===== config.mk =====
export PLATFORM = sky130hd
export DESIGN_NAME = sic_tpg
export DESIGN_NICKNAME = d
export VERILOG_FILES = /design/src/rtl/sic_pkg.sv /design/src/rtl/sic_phase_ctr.sv /design/src/rtl/sic_thermo_sreg.sv /design/src/rtl/sic_seed_ctr.sv /design/src/rtl/sic_tpg.sv
export SDC_FILE = /design/constraint.sdc
export NUM_CORES = 1
export LEC_CHECK = 0
export ABC_CLOCK_PERIOD_IN_PS = 2650
export BUFFER_PORTS_ARGS = -buffer_cell sky130_fd_sc_hd__clkbuf_2
export CORE_MARGIN = 2
export CORE_UTILIZATION = 35
export CTS_CLUSTER_SIZE = 30
export DETAILED_ROUTE_END_ITERATION = 16
export GPL_TIMING_DRIVEN = 1
export PLACE_DENSITY = 0.5
export SYNTH_ARGS = -nofsm -noshare
export SYNTH_HDL_FRONTEND = slang
export SYNTH_SLANG_ARGS = --single-unit

===== constraint.sdc =====
create_clock -name clk_i -period 2.65 [get_ports clk_i]
set_clock_uncertainty 0.05 [all_clocks]
set_input_delay 0.265 -clock clk_i [delete_from_list [all_inputs] [get_ports clk_i]]
set_output_delay 0.265 -clock clk_i [all_outputs]
set_load 0.005 [all_outputs]

===== src/rtl/sic_pkg.sv =====
// Shared types for the single-input-change pattern generator.
// Assumes: nothing beyond IEEE 1800-2017 elaboration.
package sic_pkg;

    // Direction of the thermometer sweep: ones entering or zeros entering.
    typedef enum logic {
        SWEEP_FILL  = 1'b0,
        SWEEP_DRAIN = 1'b1
    } sweep_dir_e;

endpackage


===== src/rtl/sic_phase_ctr.sv =====
// Modulo-(2*WIDTH+1) phase counter.
// Advances once per step. Reports whether the sweep is filling or draining,
// and flags the final phase of a sweep.
// Assumes: step_i is a single-cycle qualifier that is synchronous to clk_i.
module sic_phase_ctr
    import sic_pkg::*;
#(
    parameter int WIDTH = 8
) (
    input  logic                                  clk_i,
    input  logic                                  rst_ni,
    input  logic                                  step_i,
    output logic [$clog2(2*WIDTH+1)-1:0]          phase_o,
    output sweep_dir_e                            dir_o,
    output logic                                  last_o
);
    localparam int LAST = 2 * WIDTH;
    localparam int PW   = $clog2(LAST + 1);

    logic [PW-1:0] phase_q;

    // Count phases 0..LAST, then wrap to 0.
    always_ff @(posedge clk_i) begin
        if (!rst_ni) begin
            phase_q <= '0;
        end else if (step_i) begin
            if (phase_q == PW'(LAST)) begin
                phase_q <= '0;
            end else begin
                phase_q <= phase_q + 1'b1;
            end
        end
    end

    // Ones are fed for the first WIDTH phases and zeros for the rest.
    always_comb begin
        dir_o = (phase_q < PW'(WIDTH)) ? SWEEP_FILL : SWEEP_DRAIN;
    end

    assign last_o  = (phase_q == PW'(LAST));
    assign phase_o = phase_q;

endmodule


===== src/rtl/sic_thermo_sreg.sv =====
// Thermometer shift register.
// Stage 0 takes the feed bit, and each later stage takes the stage before it.
// Assumes: the owner drives feed_i to 1 while filling and to 0 while draining.
module sic_thermo_sreg #(
    parameter int WIDTH = 8
) (
    input  logic             clk_i,
    input  logic             rst_ni,
    input  logic             step_i,
    input  logic             feed_i,
    output logic [WIDTH-1:0] sr_o
);
    logic [WIDTH-1:0] stage_q;

    for (genvar g = 0; g < WIDTH; g++) begin : g_stage
        logic stage_d;

        // Select the serial input of this stage.
        if (g == 0) begin : g_head
            assign stage_d = feed_i;
        end else begin : g_tail
            assign stage_d = stage_q[g-1];
        end

        // One flop per stage. It is cleared by reset and shifts on each step.
        always_ff @(posedge clk_i) begin
            if (!rst_ni) begin
                stage_q[g] <= 1'b0;
            end else if (step_i) begin
                stage_q[g] <= stage_d;
            end
        end
    end

    assign sr_o = stage_q;

endmodule


===== src/rtl/sic_seed_ctr.sv =====
// Seed register: a WIDTH-bit binary up-counter that moves once per sweep.
// Assumes: adv_i is high for one enabled cycle per sweep.
module sic_seed_ctr #(
    parameter int WIDTH = 8
) (
    input  logic             clk_i,
    input  logic             rst_ni,
    input  logic             adv_i,
    output logic [WIDTH-1:0] seed_o
);
    logic [WIDTH-1:0] seed_q;

    // Hold the seed for a sweep, then increment it. It wraps naturally.
    always_ff @(posedge clk_i) begin
        if (!rst_ni) begin
            seed_q <= '0;
        end else if (adv_i) begin
            seed_q <= seed_q + 1'b1;
        end
    end

    assign seed_o = seed_q;

endmodule


===== src/rtl/sic_tpg.sv =====
// Top level of the single-input-change test pattern generator.
// vec_o is seed XOR thermometer. Consecutive vectors inside a sweep differ in one bit.
// Assumes: a single clock domain, and that en_i is synchronous to clk_i.
module sic_tpg
    import sic_pkg::*;
#(
    parameter int WIDTH = 8
) (
    input  logic             clk_i,
    input  logic             rst_ni,
    input  logic             en_i,
    output logic [WIDTH-1:0] vec_o,
    output logic             seed_adv_o
);
    localparam int PW = $clog2(2 * WIDTH + 1);

    logic [PW-1:0]    phase;
    sweep_dir_e       dir;
    logic             last;
    logic             feed;
    logic [WIDTH-1:0] sr_q;
    logic [WIDTH-1:0] seed_q;

    sic_phase_ctr #(.WIDTH(WIDTH)) u_phase (
        .clk_i   (clk_i),
        .rst_ni  (rst_ni),
        .step_i  (en_i),
        .phase_o (phase),
        .dir_o   (dir),
        .last_o  (last)
    );

    // AND gate on the first stage: feed ones only during the fill half.
    assign feed = (dir == SWEEP_FILL);

    sic_thermo_sreg #(.WIDTH(WIDTH)) u_sreg (
        .clk_i  (clk_i),
        .rst_ni (rst_ni),
        .step_i (en_i),
        .feed_i (feed),
        .sr_o   (sr_q)
    );

    // The seed moves on the enabled edge that closes a sweep.
    assign seed_adv_o = en_i & last;

    sic_seed_ctr #(.WIDTH(WIDTH)) u_seed (
        .clk_i  (clk_i),
        .rst_ni (rst_ni),
        .adv_i  (seed_adv_o),
        .seed_o (seed_q)
    );

    // Combine the held seed with the sweep pattern.
    assign vec_o = seed_q ^ sr_q;

    logic unused_phase;
    assign unused_phase = ^phase;

endmodule


## Word-level counts from Yosys, hierarchy flattened

Cells that the tools add are included.

- Register bits: 21
- Output and inout port bits: 9
- Logic and storage cells: 17

- Add/sub/neg operators: 2
- Order comparisons: 1
- Eq/ne operators: 1
- Muxes and demuxes: 1
- Bitwise operators: 2

Operator list:

| cell | number |
|---|---|
| adder 8 x 1 -> 8 bit, second input constant | 1 |
| bitwise XOR 8 bit | 1 |
| adder 5 x 1 -> 5 bit, second input constant | 1 |
| == test 5 bit, second input constant | 1 |
| < comparator 5 x 4 -> 1 bit, second input constant | 1 |
| two-way mux 5 bit | 1 |
| bitwise AND 1 bit | 1 |

## Logic depth before layout (Yosys ltp)

Gate-level depths: netlist (run 1).

- Depth in word-level cells: 2
- Depth in mapped cells: 6
- Depth with buffers taken out: 5

## Modules after synthesis

Synthesis (run 1) repeated with hierarchy kept, for this count alone.

- Cells, all modules: 105
- Area, all modules: 1061.0 µm²

By module, submodules not included:

| module | times used | cells each | area each (µm²) |
|---|---|---|---|
| sic_seed_ctr | 1 | 37 | 359.1 |
| sic_thermo_sreg | 1 | 32 | 354.1 |
| sic_phase_ctr | 1 | 26 | 267.8 |
| sic_tpg | 1 | 10 | 80.1 |

## Worst setup path before layout (run 1)

No wires, ideal clock.

- Path type: register to register
- Start point: register u_phase.phase_q[0] (netlist: u_phase.phase_o[0])
- End point: register u_seed.seed_q[4] (netlist: u_seed.seed_o[4])
- Arrival: 1.316 ns
- Required time: 2.530 ns
- Setup slack: 1.215 ns
- Cell stages (with the launch flop): 7
- Path buffers: 1
- Cells stage by stage: dfxtp_1 inv_1 ha_1 nand2b_1 buf_6 or4_1 a21oi_1

- Cells in the longest elaborated chain, start to end: 2

Ends and longest elaborated chain:

| element | line | text |
|---|---|---|
| from (decl) | sic_phase_ctr.sv:20 | `logic [PW-1:0] phase_q;` |
| from (signal assigned) | sic_phase_ctr.sv:30 | `phase_q <= phase_q + 1'b1;` |
| == test 5 bit | sic_phase_ctr.sv:40 | `assign last_o = (phase_q == PW'(LAST));` |
| bitwise AND 1 bit | sic_tpg.sv:45 | `assign seed_adv_o = en_i & last;` |
| to (signal assigned) | sic_seed_ctr.sv:18 | `seed_q <= seed_q + 1'b1;` |
| to (decl) | sic_seed_ctr.sv:11 | `logic [WIDTH-1:0] seed_q;` |

No other way between the ends.
A chain may end at the register's enable or synchronous reset.

## Final worst setup path (run 1)

- Start point: register u_phase.phase_q[0] (netlist: u_phase.phase_o[0])
- End point: output port seed_adv_o

- Cells in the longest elaborated chain, start to end: 2

Ends and longest elaborated chain:

| element | line | text |
|---|---|---|
| == test 5 bit | sic_phase_ctr.sv:40 |  |
| bitwise AND 1 bit | sic_tpg.sv:45 |  |
| to (decl) | sic_tpg.sv:13 | `output logic seed_adv_o` |

No other way between the ends.

==> metrics, run 1 <==
status=finished, final reports clean; peak supply drop=0.204 mV; via count=802; drt drc=0; layout net count=124; RSZ-0062 raised after global routing=false; Resize count post-CTS=0; endpoints failing hold=0; Final Util=40.1%; most numerous cell in the Yosys netlist=dfxtp_1; drt pass-1 iters=5; GR Util All Layers=13.4%; design area=1110 um2; Final Power=536 uW; setup TNS=0 ns; DP Area=1080 um2; leak pwr=0.000489 uW; DRT iter0 DRCs=38; antenna cells=0; Routed WL=1.97 mm; Longest Clk Path Bufs=2; Max-slew headroom=69.1%; FILL cells=293; RePlAce Congestion=0.718; setup violators final=0; Clock Root Buffer=clkbuf_4; Die W=57.8 um; global route overflow=0; Crit. End Element=output port; Startpoint Class=flop; PortBufs=11; # clock sinks=21; Synth area leader=dfxtp_1; DRT antenna net count=0; H-tree Lvls=1; number of global-route vias before repair=754; Core Region=2760 um2; DP Wirelength=1.41 mm; YS warnings=0; CTS buffer count=3; CTS clk-pin slew, worst paths=0.14 ns; Final period util=67.2%; Row Count=19; post-DR vias/cell=5.42; predominant post-synthesis flop cell=dfxtp_1; Fmax achieved=0.561 GHz; CP arrival=1.47 ns; post-synthesis sequential area ratio=41.5%; die area=3340 um2; ranking of synthesized cells by area=dfxtp_1, xor2_1, mux2i_1; Die Height=57.8 um; CP max stage delay=0.41 ns; class of the most critical setup path=flop to output port; Slew @ Worst Pin=0.463 ns; Hold Crit Class=input pin to flop; Hold-fix buffers, CTS=0; slowest cell on the critical path=dfxtp_1; Yosys reg bits=21; critical-path cell list=inv_1 > ha_1 > nand2b_1 > nor2_1 > clkbuf_2; WL/cell=13.3 um; top cell type's share of synthesized area=41.5%; Initial Util=36.7%; max cap viols=0; Slew Limit Fails=0; worst skew pair latency=0.32 ns; postcts setup bufs=0; first-pass GRT wire length=3.45 mm; Cell Pwr Density=485 nW/um2; CP Max Fanout=10; largest net degree at the start of global routing=16; num ports=12; count of cell types in the netlist=28; fin crit period=1.78 ns; FFs w/ async S/R, synth=0%; initial antenna violation count=0; syn nets=113; Avg Inst Size Synth=9.46 um2; Synth-to-Final Area Change=9.27%; Cell Area, Synth=1010 um2; EDFF count, synth=0; top cells by count, synth=dfxtp_1, nor2_1, xor2_1; critical path data required time=2.34 ns; Cells after Synth=107; TritonCTS clock tree=done; fraction of layout cells with a size suffix above 1=13.7%
-- layout make-up --
type	instances	area (um2)	area share, %
clock buffers	3	22.5	2.04
clock inverters	1	7.51	0.679
inverters	5	18.8	1.70
well taps	31	38.8	3.51
repair buffers	11	55.1	4.98
multi-input cells	76	543	49.1
flip-flops and latches	21	420	38.0
-- metrics by stage --
step           hold WS, ns  cells  setup slack (ns)
6_report             0.184    148             0.868
5_1_grt              0.163    148             0.723
4_1_cts              0.163    148             0.846
3_5_place_dp         0.445    144             0.991
2_1_floorplan        0.333    107              1.21
3_3_place_gp         0.439    144              1.01
-- kinds of logic after synthesis --
| kind of cell | Yosys count | synth area share, % |
|---|---|---|
| and+or+nand+nor | 35 | 19.7 |
| DFF | 21 | 41.5 |
| AOI/OAI and AO/OA | 17 | 11.0 |
| xor gates and xnor gates | 12 | 10.4 |
| buffers and inverters | 10 | 4.82 |
| muxes | 9 | 8.90 |
| adders and majority gates | 3 | 3.71 |
-- sequential cells by signal, summed over array words and instances, names as in the netlist --
signal and flops:
u_phase.phase_o 5, u_sreg.g_stage.stage_d 7, u_seed.seed_o 8, u_sreg.sr_o 1
-- power breakdown --
group          leakage [uW]  internal (uW)  switching (uW)  total, uW
registers          0.000170            322            5.82        327
logic              0.000305           15.5            26.0       41.5
clock network     0.0000139           57.6             110        167
total              0.000489            395             141        536
-- metal layers --
metal / vias up / part of all wire, % / wire, um / track usage, %
li1: 396 / - / - / -
met5: - / 0 / 0 / 0
met1: 390 / 47 / 929 / 17.3
met4: 0 / 1.4 / 28 / 5.98
met2: 12 / 49 / 964 / 21.6
met3: 4 / 2.5 / 50 / 2.68
-- layout by cell type, fill, tap and decap left out, types with 5 or more instances in the layout --
| cell | Yosys | routed |
|---|---|---|
| xor2_1 | 11 | 11 |
| dfxtp_1 | 21 | 21 |
| clkbuf_2 | 0 | 11 |
| a21oi_1 | 5 | 5 |
| nor2_1 | 15 | 15 |
| inv_1 | 5 | 5 |
| mux2i_1 | 9 | 9 |
-- worst paths after layout --
kind	from	to	slack, ns	depth (start not counted)
setup / recovery	u_phase.phase_o[0]	seed_adv_o	0.87	5
setup reg to reg	u_phase.phase_o[0]	u_seed.seed_o[4]	1.02	5
hold / removal	rst_ni	u_seed.seed_o[3]	0.18	2
hold reg to reg	u_seed.seed_o[7]	u_seed.seed_o[7]	0.47	2
-- critical path, delay by kind of cell (launching register included) --
family                   cells  cell delay (ns)
AND/OR/NAND/NOR              2             0.33
flip-flops                   1             0.41
adder cells (fa/ha/maj)      1             0.24
buffers and inverters        2             0.17
(Power assumes the default switching activity.)
==> run 2: changes to the inputs <==
- ABC_CLOCK_PERIOD_IN_PS: 2650 -> 1570
- PLACE_DENSITY: 0.5 -> 0.51
- clock period: 2.65 -> 1.57 ns (I/O delays scaled with it)
==> run 2 against run 1 <==
Net effect: critical path type is now flop to flop; power rose by 73%; flip-flop and latch count is the same; global-route usage up 0.70 points; non-clock buffer count increased by 7; die area unchanged.
==> metrics, run 2 (synthesis results as in run 1) <==
status=finished, final reports clean; CTS buffer count=3; setup TNS=0 ns; H-tree Lvls=1; HP Start=rst_ni; drt pass-1 iters=4; Largest register FFs=8; Clock Root Buffer=clkbuf_4; first-pass GRT wire length=3.75 mm; Crit Reg-Reg Startpoint=u_phase.phase_o[0]; family with the most delay on the worst path=simple AND/OR/NAND/NOR gates; Fmax achieved=0.667 GHz; initial antenna violation count=0; # clock sinks=21; Longest Clk Path Bufs=2; CTS clk-pin slew, worst paths=0.13 ns; largest net degree at the start of global routing=15; slowest cell on the critical path=or4_4; Startpoint Class=flop; post-DR vias/cell=5.31; Die Height=57.8 um; Worst Hold Path Cells=2; GR Util All Layers=14.1%; num ports=12; DRT antenna net count=0; CP arrival=1.69 ns; setup violators final=0; Min-Delay Endpoint=u_seed.seed_o[3]; register-to-register setup slack=0.07 ns; Cell Pwr Density=775 nW/um2; Die W=57.8 um; critical-path cell list=inv_2 > ha_4 > nand4b_1 > or4_4 > a21oi_2; global route overflow=0; CP Max Fanout=4; CP max stage delay=0.52 ns; worst-case reg-to-reg path depth=5; Final Util=43.3%; RePlAce Congestion=0.733; Final period util=95.4%; RSZ-0062 raised after global routing=false; FILL cells=281; die area=3340 um2; fin crit period=1.50 ns; area of the multi-input gates=573 um2; PortBufs=11; via count=823; Core Region=2760 um2; WL/cell=13.8 um; leak pwr=0.000532 uW; Hold Crit Class=input pin to flop; Row Count=19; class of the most critical setup path=flop to flop; most frequent cells in the layout=dfxtp_1, nor2_1, xor2_1; worst flop-to-flop path endpoint=u_seed.seed_o[6]; CP Buf/Inv Count=1; worst skew pair latency=0.30 ns; Crit. End Element=flop; Slew @ Worst Pin=0.500 ns; TritonCTS clock tree=done; Initial Util=36.7%; antenna cells=0; layout net count=131; Slew Limit Fails=0; critical path data required time=1.77 ns; fraction of layout cells with a size suffix above 1=25.8%; endpoints failing hold=0; DRT iter0 DRCs=22; Routed WL=2.14 mm; register area=423 um2; most common cell after layout, fill and taps aside=dfxtp_1; Synth-to-Final Area Change=18.0%; max cap viols=0; drt drc=0; DP Wirelength=1.56 mm; number of global-route vias before repair=814; Max-slew headroom=66.6%; peak supply drop=0.468 mV
[run 2: cell types whose count changed in the layout (fill, tap and decap cells not counted), sizes merged]
cell / delta
clkbuf: -1
buf: +8
[run 2: worst max-delay path by stage]
stage	depth (start not counted)	end	from	slack, ns
final	5	u_seed.seed_o[6]	u_phase.phase_o[0]	0.07
after CTS	6	seed_adv_o	u_phase.phase_o[1]	0.02
after global routing	6	seed_adv_o	u_phase.phase_o[0]	0.01
after global placement	5	u_seed.seed_o[6]	u_phase.phase_o[0]	0.10
after detailed placement	5	u_seed.seed_o[6]	u_phase.phase_o[0]	0.06
after floorplan	6	u_seed.seed_o[4]	u_phase.phase_o[0]	0.13
[run 2: layout make-up]
type / instances / share of cell area [%]
clock buffer: 3 / 1.88
clock inverter: 1 / 0.628
inverter: 5 / 1.57
multi-input combinational: 76 / 48.0
sequential: 21 / 35.4
tap: 31 / 3.25
timing repair buffer: 18 / 9.32
[run 2: what timing repair did]
action / in CTS / in global routing
pin swaps: 1 / 1
buffers inserted: 1 / 1
hold buffers: 0 / 0
gates resized for setup: 5 / 7
setup endpoints to repair: 1 / 2
[run 2: report_power, final]
part | switching, uW | leakage, uW | internal [uW]
registers | 9.39 | 0.000171 | 544
logic | 54.8 | 0.000347 | 49.5
clock network | 172 | 0.0000139 | 96.8
[run 2: per-layer routing]
layer  vias to the layer above  share of wire [%]  GRT usage (%)
met1                       404                 47           17.5
met3                         2                1.8           2.01
li1                        411                  -              -
met5                         -                  0              0
met2                         6                 51           24.7
met4                         0               0.61           4.98
[run 2: metrics by stage]
| stage | cell area [um2] | hold WS [ns] | instances | total power [uW] | setup slack [ns] |
|---|---|---|---|---|---|
| after CTS | 1170 | 0.0847 | 154 | 932 | 0.0195 |
| final | 1190 | 0.0974 | 155 | 926 | 0.0717 |
| after global routing | 1190 | 0.0740 | 155 | 987 | 0.0117 |
| after global placement | 1110 | 0.418 | 149 | 638 | 0.101 |
| after detailed placement | 1110 | 0.422 | 149 | 643 | 0.0625 |
| after floorplan | 1010 | 0.225 | 107 | 624 | 0.135 |
[run 2: worst register-to-register path, stage by stage (launching register included)]
cell and delay [ns]:
dfxtp_2 0.36, inv_2 0.07, ha_4 0.15, nand4b_1 0.16, or4_4 0.52, a21oi_2 0.14
==> run 3: changes to the inputs <==
- SYNTH_HIERARCHICAL: not set -> 1
==> run 3 against run 2 <==
Net effect: the flow now finishes with violations (setup timing); sequential share of layout area fell by 1.0 points; critical path type is now flop to output port; flip-flop and latch count stayed put; non-clock buffer count increased by 4; worst hold slack better by 0.15 ns; die area grew 4.5%; global-route usage is 2.3 points lower; count of clock-buffer cells in the layout rose by 1; combinational power decreased by 23%.
==> metrics, run 3 <==
status=finished with violations; violated checks=setup timing; slowest cell on the critical path=dfxtp_2; design area=1230 um2; Hold Crit Class=input pin to flop; fraction of layout cells with a size suffix above 1=33.1%; Compound-Gate Fraction of Synth Area=3.89%; H-tree Lvls=1; largest family of logic cells by synthesized area=simple AND/OR/NAND/NOR gates; number of global-route vias before repair=707; first-pass GRT wire length=3.08 mm; top cell type's share of synthesized area=39.6%; Largest register FFs=8; Max-slew headroom=79.5%; drt pass-1 iters=2; DRT iter0 DRCs=13; class of the most critical setup path=flop to output port; # clock sinks=21; WL/cell=11.6 um; Fmax achieved=0.623 GHz; setup TNS=-0.0400 ns; CP arrival=1.40 ns; family with the most delay on the worst path=simple AND/OR/NAND/NOR gates; TritonCTS clock tree=done; Synth area leader=dfxtp_1; Yosys reg bits=21; GR Util All Layers=11.8%; drt drc=0; Startpoint Class=flop; critical path data required time=1.36 ns; via count=706; Crit. End Element=output port; Die W=59.1 um; count of cell types in the netlist=24; CTS clk-pin slew, worst paths=0.11 ns; Initial Util=37.5%; num ports=12; Cell Pwr Density=723 nW/um2; Row Count=19; most frequent cells in the layout=dfxtp_1, xor2_1, mux2i_1; predominant post-synthesis flop cell=dfxtp_1; Clock Root Buffer=clkbuf_4; RSZ-0062 raised after global routing=true; most numerous cell in the Yosys netlist=dfxtp_1; FFs w/ async S/R, synth=0%; CTS buffer count=3; most used cell, CP=buf_6; CP max stage delay=0.34 ns; Slew @ Worst Pin=0.308 ns; post-synthesis sequential area ratio=39.6%; Cells after Synth=105; Slew Limit Fails=0; area of the multi-input gates=579 um2; worst setup margin=-0.0346 ns; setup violators final=2; ranking of synthesized cells by area=dfxtp_1, mux2i_1, xor2_1; YS warnings=6; Final Util=43.5%; Avg Inst Size Synth=10.1 um2; mux share of post-synthesis cell area=10.4%; worst skew pair latency=0.30 ns; layout net count=128; Core Region=2830 um2; Cell Area, Synth=1060 um2; RePlAce Congestion=0.710; Worst Hold Slack=0.245 ns; critical-path cell list=inv_2 > ha_4 > and4bb_4 > and2_4 > buf_6 > buf_6; leak pwr=0.000568 uW; PortBufs=11; Adder-Cell Fraction of Synth Area=3.54%; register area=423 um2; most common cell after layout, fill and taps aside=dfxtp_1; DRT antenna net count=0; endpoints failing hold=0; CP Max Fanout=4; max cap viols=0; DP Area=1150 um2; Synth-to-Final Area Change=15.9%; global route overflow=0; Routed WL=1.76 mm; FILL cells=295; peak supply drop=0.572 mV; Post-Synth Simple-Gate Area=20.9%; largest net degree at the start of global routing=20; top cells by count, synth=dfxtp_1, xor2_1, mux2i_1; initial antenna violation count=0; Final Power=889 uW; EDFF count, synth=0; CP Buf/Inv Count=3; fin crit period=1.60 ns; die area=3490 um2; post-DR vias/cell=4.64; antenna cells=0; Longest Clk Path Bufs=2; Synth Area in XOR/XNOR=13.2%; Final period util=102%; Die Height=59.1 um; DP Wirelength=1.24 mm; syn nets=111
[run 3: cell types whose count changed in the layout (fill, tap and decap cells not counted), moves of 3 or more]
cell      before  now
nor2_1        14    0
nor2b_1        0   10
a21oi_1        4    0
and2_1         0    4
buf_4          6   10
nand2_1        1    4
nand4b_1       3    0
nor2_2         1    4
o21a_1         3    0
o31ai_1        3    0
xnor2_1        1    4
[run 3: per-layer routing]
metal	vias to the layer above	global-route usage, %	part of all wire (%)
met1	326	13.9	47
met4	0	2.92	0.91
met2	9	20.5	49
met3	2	3.93	3.0
li1	369	-	-
met5	-	0	0
[run 3: area by class of cell]
cell class                 count  area share [%]
timing repair buffer          22            12.0
inverter                       4            1.22
tap                           31            3.15
sequential                    21            34.4
clock buffer                   4            2.14
multi-input combinational     70            47.1
[run 3: worst reg2reg max path: stages, from the launching register on]
cell	delay [ns]
dfxtp_2	0.34
inv_2	0.06
ha_4	0.12
and4bb_4	0.22
and2_4	0.17
buf_4	0.12
nand4_1	0.10
xnor2_1	0.15
and2_1	0.15
[run 3: where the power goes]
group,internal (uW),leakage (uW),switching [uW]
logic,41.3,0.000383,38.5
registers,544,0.000171,7.21
clock network,99.0,0.0000150,160
total,684,0.000568,206
[run 3: path summary, 6_finish.rpt]
check	cells past startpoint	to	slack, ns	start
worst min register to register	2	u_seed/seed_o[7]	0.46	u_seed/seed_o[7]
worst min-delay path	3	u_seed/seed_o[7]	0.25	rst_ni
worst max-delay path	6	seed_adv_o	-0.03	u_phase/phase_o[1]
worst max register to register	8	u_seed/seed_o[4]	-0.01	u_phase/phase_o[1]
[run 3: metrics by stage]
step	setup WS [ns]	std cells
after detailed placement	-0.0159	145
final	-0.0346	152
after global routing	-0.118	152
after CTS	-0.0817	151
after global placement	0.0170	145
after floorplan	-0.0481	105
[run 3: timing repair]
action	in CTS	in global routing
hold buffers	0	0
setup buffers	2	1
gates resized for setup	1	7
endpoints found under the setup margin	4	6
pin swaps	1	3
[run 3: kinds of logic after synthesis]
logic type,after synthesis
flip-flops,21
buffers and inverters,14
AO/OA/AOI/OAI,5
AND/OR/NAND/NOR,35
XOR/XNOR,16
multiplexers,11
adder cells (fa/ha/maj),3
